==> src/rtl/pmev_pkg.sv <==
package pmev_pkg;

    localparam logic [15:0] WIN_MASK = 16'hFFC0;

    localparam int STS_TMR = 0;
    localparam int STS_GLB = 5;
    localparam int STS_PWR = 8;
    localparam int STS_RTC = 10;

    localparam logic [15:0] EVT_MASK = (16'h1 << STS_TMR) | (16'h1 << STS_GLB) |
                                       (16'h1 << STS_PWR) | (16'h1 << STS_RTC);

    localparam int CTL_SUS_EN = 13;
    localparam int CTL_TYP_HI = 11;
    localparam int CTL_TYP_LO = 10;

    typedef enum logic [2:0] {
        SEL_NONE,
        SEL_STS,
        SEL_EN,
        SEL_CTL,
        SEL_TMR
    } reg_sel_e;

    typedef struct packed {
        logic        wr;
        reg_sel_e    sel;
        logic [15:0] data;
    } io_req_t;

    typedef struct packed {
        logic rtc;
        logic pwr;
        logic glb;
        logic tmr;
    } evt_t;

    function automatic reg_sel_e sel_of(input logic [3:0] off);
        case (off)
            4'h0:    return SEL_STS;
            4'h2:    return SEL_EN;
            4'h4:    return SEL_CTL;
            4'h8:    return SEL_TMR;
            default: return SEL_NONE;
        endcase
    endfunction

    function automatic logic [15:0] evt_vec(input evt_t e);
        logic [15:0] v;
        v          = '0;
        v[STS_TMR] = e.tmr;
        v[STS_GLB] = e.glb;
        v[STS_PWR] = e.pwr;
        v[STS_RTC] = e.rtc;
        return v;
    endfunction

endpackage

==> src/rtl/pmev_decode.sv <==
module pmev_decode
    import pmev_pkg::*;
(
    input  logic [15:0] io_addr,
    input  logic [31:0] win_base_cfg,
    input  logic        win_en,
    input  logic        io_wr,
    input  logic [15:0] io_wdata,
    output io_req_t     req
);
    logic [15:0] base;
    logic        hit;
    logic        cfg_unused;

    assign base       = win_base_cfg[15:0] & WIN_MASK;
    assign hit        = win_en && ((io_addr & WIN_MASK) == base);
    assign cfg_unused = ^win_base_cfg[31:16];

    always_comb begin
        req.wr   = io_wr && hit;
        req.sel  = hit ? sel_of(io_addr[3:0]) : SEL_NONE;
        req.data = io_wdata;
    end
endmodule

==> src/rtl/pmev_timer.sv <==
module pmev_timer #(
    parameter int TICK_DIV = 4,
    parameter int TMR_W    = 24
) (
    input  logic             clk,
    input  logic             rst,
    output logic [TMR_W-1:0] count,
    output logic             ovf_evt
);
    localparam int PRE_W = (TICK_DIV > 1) ? $clog2(TICK_DIV) : 1;
    localparam logic [PRE_W-1:0] PRE_LAST = PRE_W'(TICK_DIV - 1);

    logic [PRE_W-1:0] pre;
    logic             tick;
    logic [TMR_W-1:0] count_nxt;

    assign tick      = (pre == PRE_LAST);
    assign count_nxt = count + 1'b1;
    assign ovf_evt   = tick && (count_nxt[TMR_W-1] != count[TMR_W-1]);

    always_ff @(posedge clk) begin
        if (rst) begin
            pre   <= '0;
            count <= '0;
        end else if (tick) begin
            pre   <= '0;
            count <= count_nxt;
        end else begin
            pre   <= pre + 1'b1;
        end
    end


    tmr_step_chk: assert property (@(posedge clk) disable iff (rst)
        tick |=> (count == TMR_W'($past(count) + 1'b1)));


    tmr_hold_chk: assert property (@(posedge clk) disable iff (rst)
        !tick |=> $stable(count));
endmodule

==> src/rtl/pmev_regs.sv <==
module pmev_regs
    import pmev_pkg::*;
#(
    parameter int TMR_W = 24
) (
    input  logic             clk,
    input  logic             rst,
    input  io_req_t          req,
    input  evt_t             evt,
    input  logic [TMR_W-1:0] tmr,
    output logic [31:0]      rdata,
    output logic             sci,
    output logic             shutdown_req
);
    logic [15:0] sts;
    logic [15:0] en;
    logic [15:0] ctl;
    logic [15:0] set_vec;
    logic [15:0] clr_vec;
    logic        wr_ctl;
    logic        soft_off;

    assign set_vec  = evt_vec(evt);
    assign clr_vec  = (req.wr && req.sel == SEL_STS) ? req.data : 16'h0;
    assign wr_ctl   = req.wr && req.sel == SEL_CTL;
    assign soft_off = wr_ctl && req.data[CTL_SUS_EN] &&
                      (req.data[CTL_TYP_HI:CTL_TYP_LO] == 2'b00);

    always_ff @(posedge clk) begin
        if (rst) begin
            sts          <= '0;
            en           <= '0;
            ctl          <= '0;
            shutdown_req <= 1'b0;
        end else begin
            sts          <= ((sts & ~clr_vec) | set_vec) & EVT_MASK;
            shutdown_req <= soft_off;
            if (req.wr && req.sel == SEL_EN) en <= req.data;
            if (wr_ctl) begin
                ctl             <= req.data;
                ctl[CTL_SUS_EN] <= 1'b0;
            end
        end
    end

    always_comb begin
        case (req.sel)
            SEL_STS: rdata = {16'h0, sts};
            SEL_EN:  rdata = {16'h0, en};
            SEL_CTL: rdata = {16'h0, ctl};
            SEL_TMR: rdata = 32'(tmr);
            default: rdata = 32'h0;
        endcase
    end

    assign sci = |(sts & en & EVT_MASK);


    sts_rsvd_chk: assert property (@(posedge clk) disable iff (rst)
        ((sts & ~EVT_MASK) == 16'h0));


    sts_w1c_chk: assert property (@(posedge clk) disable iff (rst)
        (req.wr && req.sel == SEL_STS && set_vec == 16'h0) |=>
        ((sts & $past(req.data)) == 16'h0));


    sts_set_wins_chk: assert property (@(posedge clk) disable iff (rst)
        (set_vec != 16'h0) |=> ((sts & $past(set_vec)) == $past(set_vec)));


    tmr_sts_chk: assert property (@(posedge clk) disable iff (rst)
        evt.tmr |=> sts[STS_TMR]);


    soft_off_type_chk: assert property (@(posedge clk) disable iff (rst)
        shutdown_req |-> (ctl[CTL_TYP_HI:CTL_TYP_LO] == 2'b00 && !ctl[CTL_SUS_EN]));
endmodule

==> src/rtl/pmev_block.sv <==
module pmev_block
    import pmev_pkg::*;
#(
    parameter int TICK_DIV = 4,
    parameter int TMR_W    = 24
) (
    input  logic        clk,
    input  logic        rst,
    input  logic [31:0] win_base_cfg,
    input  logic        win_en,
    input  logic [15:0] io_addr,
    input  logic        io_wr,
    input  logic [15:0] io_wdata,
    output logic [31:0] io_rdata,
    input  logic        ev_rtc,
    input  logic        ev_pwrbtn,
    input  logic        ev_global,
    output logic        sci,
    output logic        shutdown_req
);
    io_req_t          req;
    evt_t             evt;
    logic [TMR_W-1:0] tmr;
    logic             tmr_ovf;

    pmev_decode u_decode (
        .io_addr      (io_addr),
        .win_base_cfg (win_base_cfg),
        .win_en       (win_en),
        .io_wr        (io_wr),
        .io_wdata     (io_wdata),
        .req          (req)
    );

    pmev_timer #(.TICK_DIV(TICK_DIV), .TMR_W(TMR_W)) u_timer (
        .clk     (clk),
        .rst     (rst),
        .count   (tmr),
        .ovf_evt (tmr_ovf)
    );

    always_comb begin
        evt.rtc = ev_rtc;
        evt.pwr = ev_pwrbtn;
        evt.glb = ev_global;
        evt.tmr = tmr_ovf;
    end

    pmev_regs #(.TMR_W(TMR_W)) u_regs (
        .clk          (clk),
        .rst          (rst),
        .req          (req),
        .evt          (evt),
        .tmr          (tmr),
        .rdata        (io_rdata),
        .sci          (sci),
        .shutdown_req (shutdown_req)
    );


    win_off_chk: assert property (@(posedge clk) disable iff (rst)
        !win_en |-> (io_rdata == 32'h0));
endmodule

==> config.mk <==
export PLATFORM = sky130hd
export DESIGN_NAME = pmev_block
export DESIGN_NICKNAME = d
export VERILOG_FILES = /design/src/rtl/pmev_pkg.sv /design/src/rtl/pmev_decode.sv /design/src/rtl/pmev_timer.sv /design/src/rtl/pmev_regs.sv /design/src/rtl/pmev_block.sv
export SDC_FILE = /design/constraint.sdc
export NUM_CORES = 1
export LEC_CHECK = 0
export ABC_AREA = 1
export BUFFER_PORTS_ARGS = -buffer_cell sky130_fd_sc_hd__buf_2
export CORE_MARGIN = 8
export CORE_UTILIZATION = 35
export DETAILED_ROUTE_END_ITERATION = 8
export GPL_TIMING_DRIVEN = 0
export PLACE_DENSITY = 0.65
export SLEW_MARGIN = 20
export SYNTH_ARGS = -nofsm -noshare
export SYNTH_HDL_FRONTEND = slang
export SYNTH_SLANG_ARGS = --single-unit
==> constraint.sdc <==
create_clock -name clk -period 4.95 [get_ports clk]
set_clock_uncertainty 0.15 [all_clocks]
set_input_delay 0 -clock clk [delete_from_list [all_inputs] [get_ports clk]]
set_output_delay 0 -clock clk [all_outputs]
set_load 0.005 [all_outputs]
==> qor.txt <==
Type of the worst setup path - reg2reg
Antenna Diode Count - 0
Final worst-path cycle share - 42.6%
Global placement routability congestion - 0.857
Share of the yosys chip area belonging to registers - 38.5%
Standard cell core area - 0.00906 mm^2
Largest stage delay, worst path - 0.43 ns
Residual overflow from global routing - 0
Slew of the pin with the lowest slew margin - 0.647 ns
Synth Cell Area - 0.00322 mm^2
Number of iterations in the first detailed-routing pass - 4
Sort of element at the start of the critical path - flop
Detailed-placement wirelength estimate - 7.45 mm
Startpoint of the worst-slack reg-to-reg timing path - u_timer.count[0]
Average cell area after synthesis - 6.74 um^2
Async S/R FF share, synth - 0%
Clock period minus worst slack - 2.11 ns
Number of antenna violations at the first check in global routing - 0
Final slew viol count - 0
FF-to-FF setup slack - 2.84 ns
Wire length of the first global-routing pass - 16.6 mm
Worst Hold End - u_regs.ctl[5]
Outcome - complete, no violations
EDFF count, synth - 0
Sequence of cells on the critical path - ha_1 > inv_1 > nor3_2 > nand2_1 > nor2_2 > nand2_1 > nor2_1 > nand2_1 > o21ai_0 > a21oi_1
Number of clock sinks - 62
Fin Setup TNS - 0 ns
Filler cell count - 919
Initial Util - 35.5%
Length of routed wiring on met1 - 4.38 mm
Number of cells traversed by the worst register-to-register path - 10
Critical Path End Type - flop
Detail-routed via count per cell - 4.96
Residual DRC count - 0
PostCTS Resize Cnt - 0
Setup bufs post-CTS - 0
Proportion of power drawn by combinational gates - 9.2%
Maximum clock frequency - 0.474 GHz
Sequential share of power - 51.1%
Storage element area - 0.00124 mm^2
Power per Cell Area - 239 mW/mm^2
Data required, critical path - 5.04 ns
Highest signal layer in the routed design - met4
Crit path DAT - 2.20 ns
Setup repair after global routing missed its margin - false
Wirelength, routed - 10.0 mm
Hold Violations, Final - 0
Worst r2r dst - u_timer.count[18]
Buffers added on ports - 71
Most used DFF post-synth - sky130_fd_sc_hd__dfxtp_1
Total global-route track usage - 16.2%
Max-capacitance violation count - 0
Average wire length per cell after detail routing - 14.2 um
Max Fanout on Critical Path - 4
Largest net degree at the start of global routing - 11
Clock latency reported for the late side of the worst-skew pair - 0.34 ns
Length of routed met3 wiring - 392 um
Count of different cell masters after synthesis - 33
Net count, final - 664
Number of instances in the synthesized netlist - 478
Leakage dissipation - 1.80 nW
Overall die area - 0.0125 mm^2
YS warnings - 0
Area growth from synthesis to final layout - 28.8%
Vias in the first global route - 3508
I/O pin cnt - 105
Cell at the root of the clock tree - sky130_fd_sc_hd__clkbuf_8
Clock-pin slew of the registers on the worst-case setup and hold paths - 0.07 ns
CTS Buf Count - 9
Number of hold-repair buffers added at the cts stage - 24
Crit-path slowest cell - sky130_fd_sc_hd__dfxtp_1
Internal power contribution - 0.740 mW
Classification of the worst-slack hold path - in2reg
Switching component of the power - 0.252 mW
Worst hold slack - 0.116 ns
Share of total power in the clock network - 39.7%
Total setup violations reported at the end of the flow - 0
Switching portion of total power - 25.4%
Hold depth - 7
Critical path's most frequent cell - sky130_fd_sc_hd__nand2_1
Amount of wire on met2 after detailed routing - 4.96 mm
H-tree Lvls - 3
Multi-input gate area in the final layout - 0.00165 mm^2
Fraction of layout instances using a drive strength above 1 - 18.6%
Initial drt markers - 217
Antenna-violating nets left - 0
Maximum root-to-sink buffer count - 2
CTS tree - yes
Height of the die - 112 um
Headroom to the max-slew limit - 56.9%
Startpoint of the lowest-slack hold path - io_addr[0]
Die Wd - 112 um
Worst vdd rail ir drop - 0.142 mV
Std-Cell Rows - 35
Total of flip-flops plus latches after synthesis - 62
Overall via count from detail_route - 3507
## Yosys cell counts, types with 3 or more instances
master	count	area, um^2
sky130_fd_sc_hd__inv_1	55	206
sky130_fd_sc_hd__nand4_1	7	43.8
sky130_fd_sc_hd__nor2_1	76	285
sky130_fd_sc_hd__o21ai_1	18	90.1
sky130_fd_sc_hd__buf_4	10	75.1
sky130_fd_sc_hd__nor3_1	22	110
sky130_fd_sc_hd__nand2_1	91	342
sky130_fd_sc_hd__dfxtp_1	62	1240
sky130_fd_sc_hd__clkbuf_1	12	45.0
sky130_fd_sc_hd__o2111ai_1	3	26.3
sky130_fd_sc_hd__xor2_1	5	43.8
sky130_fd_sc_hd__a21oi_1	22	110
sky130_fd_sc_hd__nor2_2	5	31.3
sky130_fd_sc_hd__o211ai_1	8	60.1
sky130_fd_sc_hd__nor4_1	15	93.8
sky130_fd_sc_hd__nand3_1	19	95.1
sky130_fd_sc_hd__o21ai_0	27	135
## per-layer routing
layer,global-route usage (%),up-vias
met1,18.9,1624
met3,3.19,20
li1,-,1780
met4,8.00,0
met5,0,-
met2,27.8,83
## critical path: cells and delay by family (launching register included)
| kind | cells | cell delay, ns |
|---|---|---|
| AO/OA/AOI/OAI | 2 | 0.22 |
| adder cells (fa/ha/maj) | 1 | 0.20 |
| buffers and inverters | 1 | 0.06 |
| flip-flops | 1 | 0.43 |
| AND/OR/NAND/NOR | 6 | 0.95 |
## worst max path at each step
| stage | from | end | slack [ns] | cells after the start |
|---|---|---|---|---|
| 4_1_cts | u_timer.count[0] | u_timer.count[18] | 2.85 | 10 |
| 6_report | u_timer.count[0] | u_timer.count[18] | 2.84 | 10 |
| 2_1_floorplan | u_timer.count[0] | u_timer.count[18] | 3.23 | 10 |
| 3_5_place_dp | u_timer.count[0] | u_timer.count[18] | 2.85 | 10 |
| 3_3_place_gp | u_timer.count[0] | u_timer.count[18] | 2.91 | 10 |
| 5_1_grt | u_timer.pre[0] | u_timer.count[13] | 2.63 | 8 |
## power groups by stage
stage	Clock [mW]	Combinational [mW]	Sequential [mW]
6_report	0.394	0.0909	0.508
5_1_grt	0.420	0.0999	0.508
4_1_cts	0.396	0.0900	0.508
3_5_place_dp	0	0.0746	0.519
3_3_place_gp	0	0.0728	0.519
2_1_floorplan	0	0.0414	0.518
## sequential cells by signal, summed over array words and instances, names as in the netlist
signal,cells
u_regs.ctl,15
u_regs.en,16
u_regs.shutdown_req,1
u_regs.sts,4
u_timer.count,24
u_timer.pre,2
## cells by family after synthesis
family / share of synthesized area, %
AO/OA/AOI/OAI: 13.3
XOR/XNOR: 1.90
adder cells (fa/ha/maj): 0.777
buffers and inverters: 11.0
flip-flops: 38.5
other: 0.116
AND/OR/NAND/NOR: 34.3
## layout make-up
type	instances	share of cell area [%]
Multi-Input combinational cell	341	39.8
Timing Repair Buffer	95	14.4
Buffer	25	3.41
Clock inverter	4	0.543
Clock buffer	12	3.50
Tap cell	111	3.35
Inverter	57	5.16
Sequential cell	62	29.9
## metrics by stage
step	power (mW)	cells	cell area [um^2]	setup WS, ns	util (%)
after floorplan	0.559	485	3250	3.23	-
after global placement	0.592	667	3740	2.91	41.3
after detailed placement	0.593	667	3740	2.85	41.3
after CTS	0.993	707	4150	2.85	45.8
after global routing	1.03	707	4150	2.63	45.8
final	0.993	707	4150	2.84	45.8
## cells in the final DEF, fill, tap and decap left out, types with 2 or more instances in the layout
master,Yosys,layout
sky130_fd_sc_hd__dlygate4sd3_1,0,24
sky130_fd_sc_hd__conb_1,1,8
sky130_fd_sc_hd__a21oi_1,22,22
sky130_fd_sc_hd__nor3_1,22,22
sky130_fd_sc_hd__o211ai_1,8,8
sky130_fd_sc_hd__nor4_1,15,15
sky130_fd_sc_hd__clkinv_2,0,3
sky130_fd_sc_hd__nand2_1,91,91
sky130_fd_sc_hd__inv_1,55,55
sky130_fd_sc_hd__o21ai_1,18,18
sky130_fd_sc_hd__nor3_4,2,2
sky130_fd_sc_hd__o21ai_0,27,27
sky130_fd_sc_hd__nor2_1,76,76
sky130_fd_sc_hd__clkbuf_8,0,10
sky130_fd_sc_hd__xnor2_1,2,2
sky130_fd_sc_hd__nor2_2,5,5
sky130_fd_sc_hd__ha_1,2,2
sky130_fd_sc_hd__nand3_1,19,19
sky130_fd_sc_hd__o2111ai_1,3,3
sky130_fd_sc_hd__buf_2,2,73
sky130_fd_sc_hd__xor2_1,5,5
sky130_fd_sc_hd__buf_4,10,10
sky130_fd_sc_hd__nand4_1,7,7
sky130_fd_sc_hd__nor3b_1,2,2
sky130_fd_sc_hd__dfxtp_1,62,62
sky130_fd_sc_hd__clkbuf_1,12,14
Power figures use the tool's default switching activity.
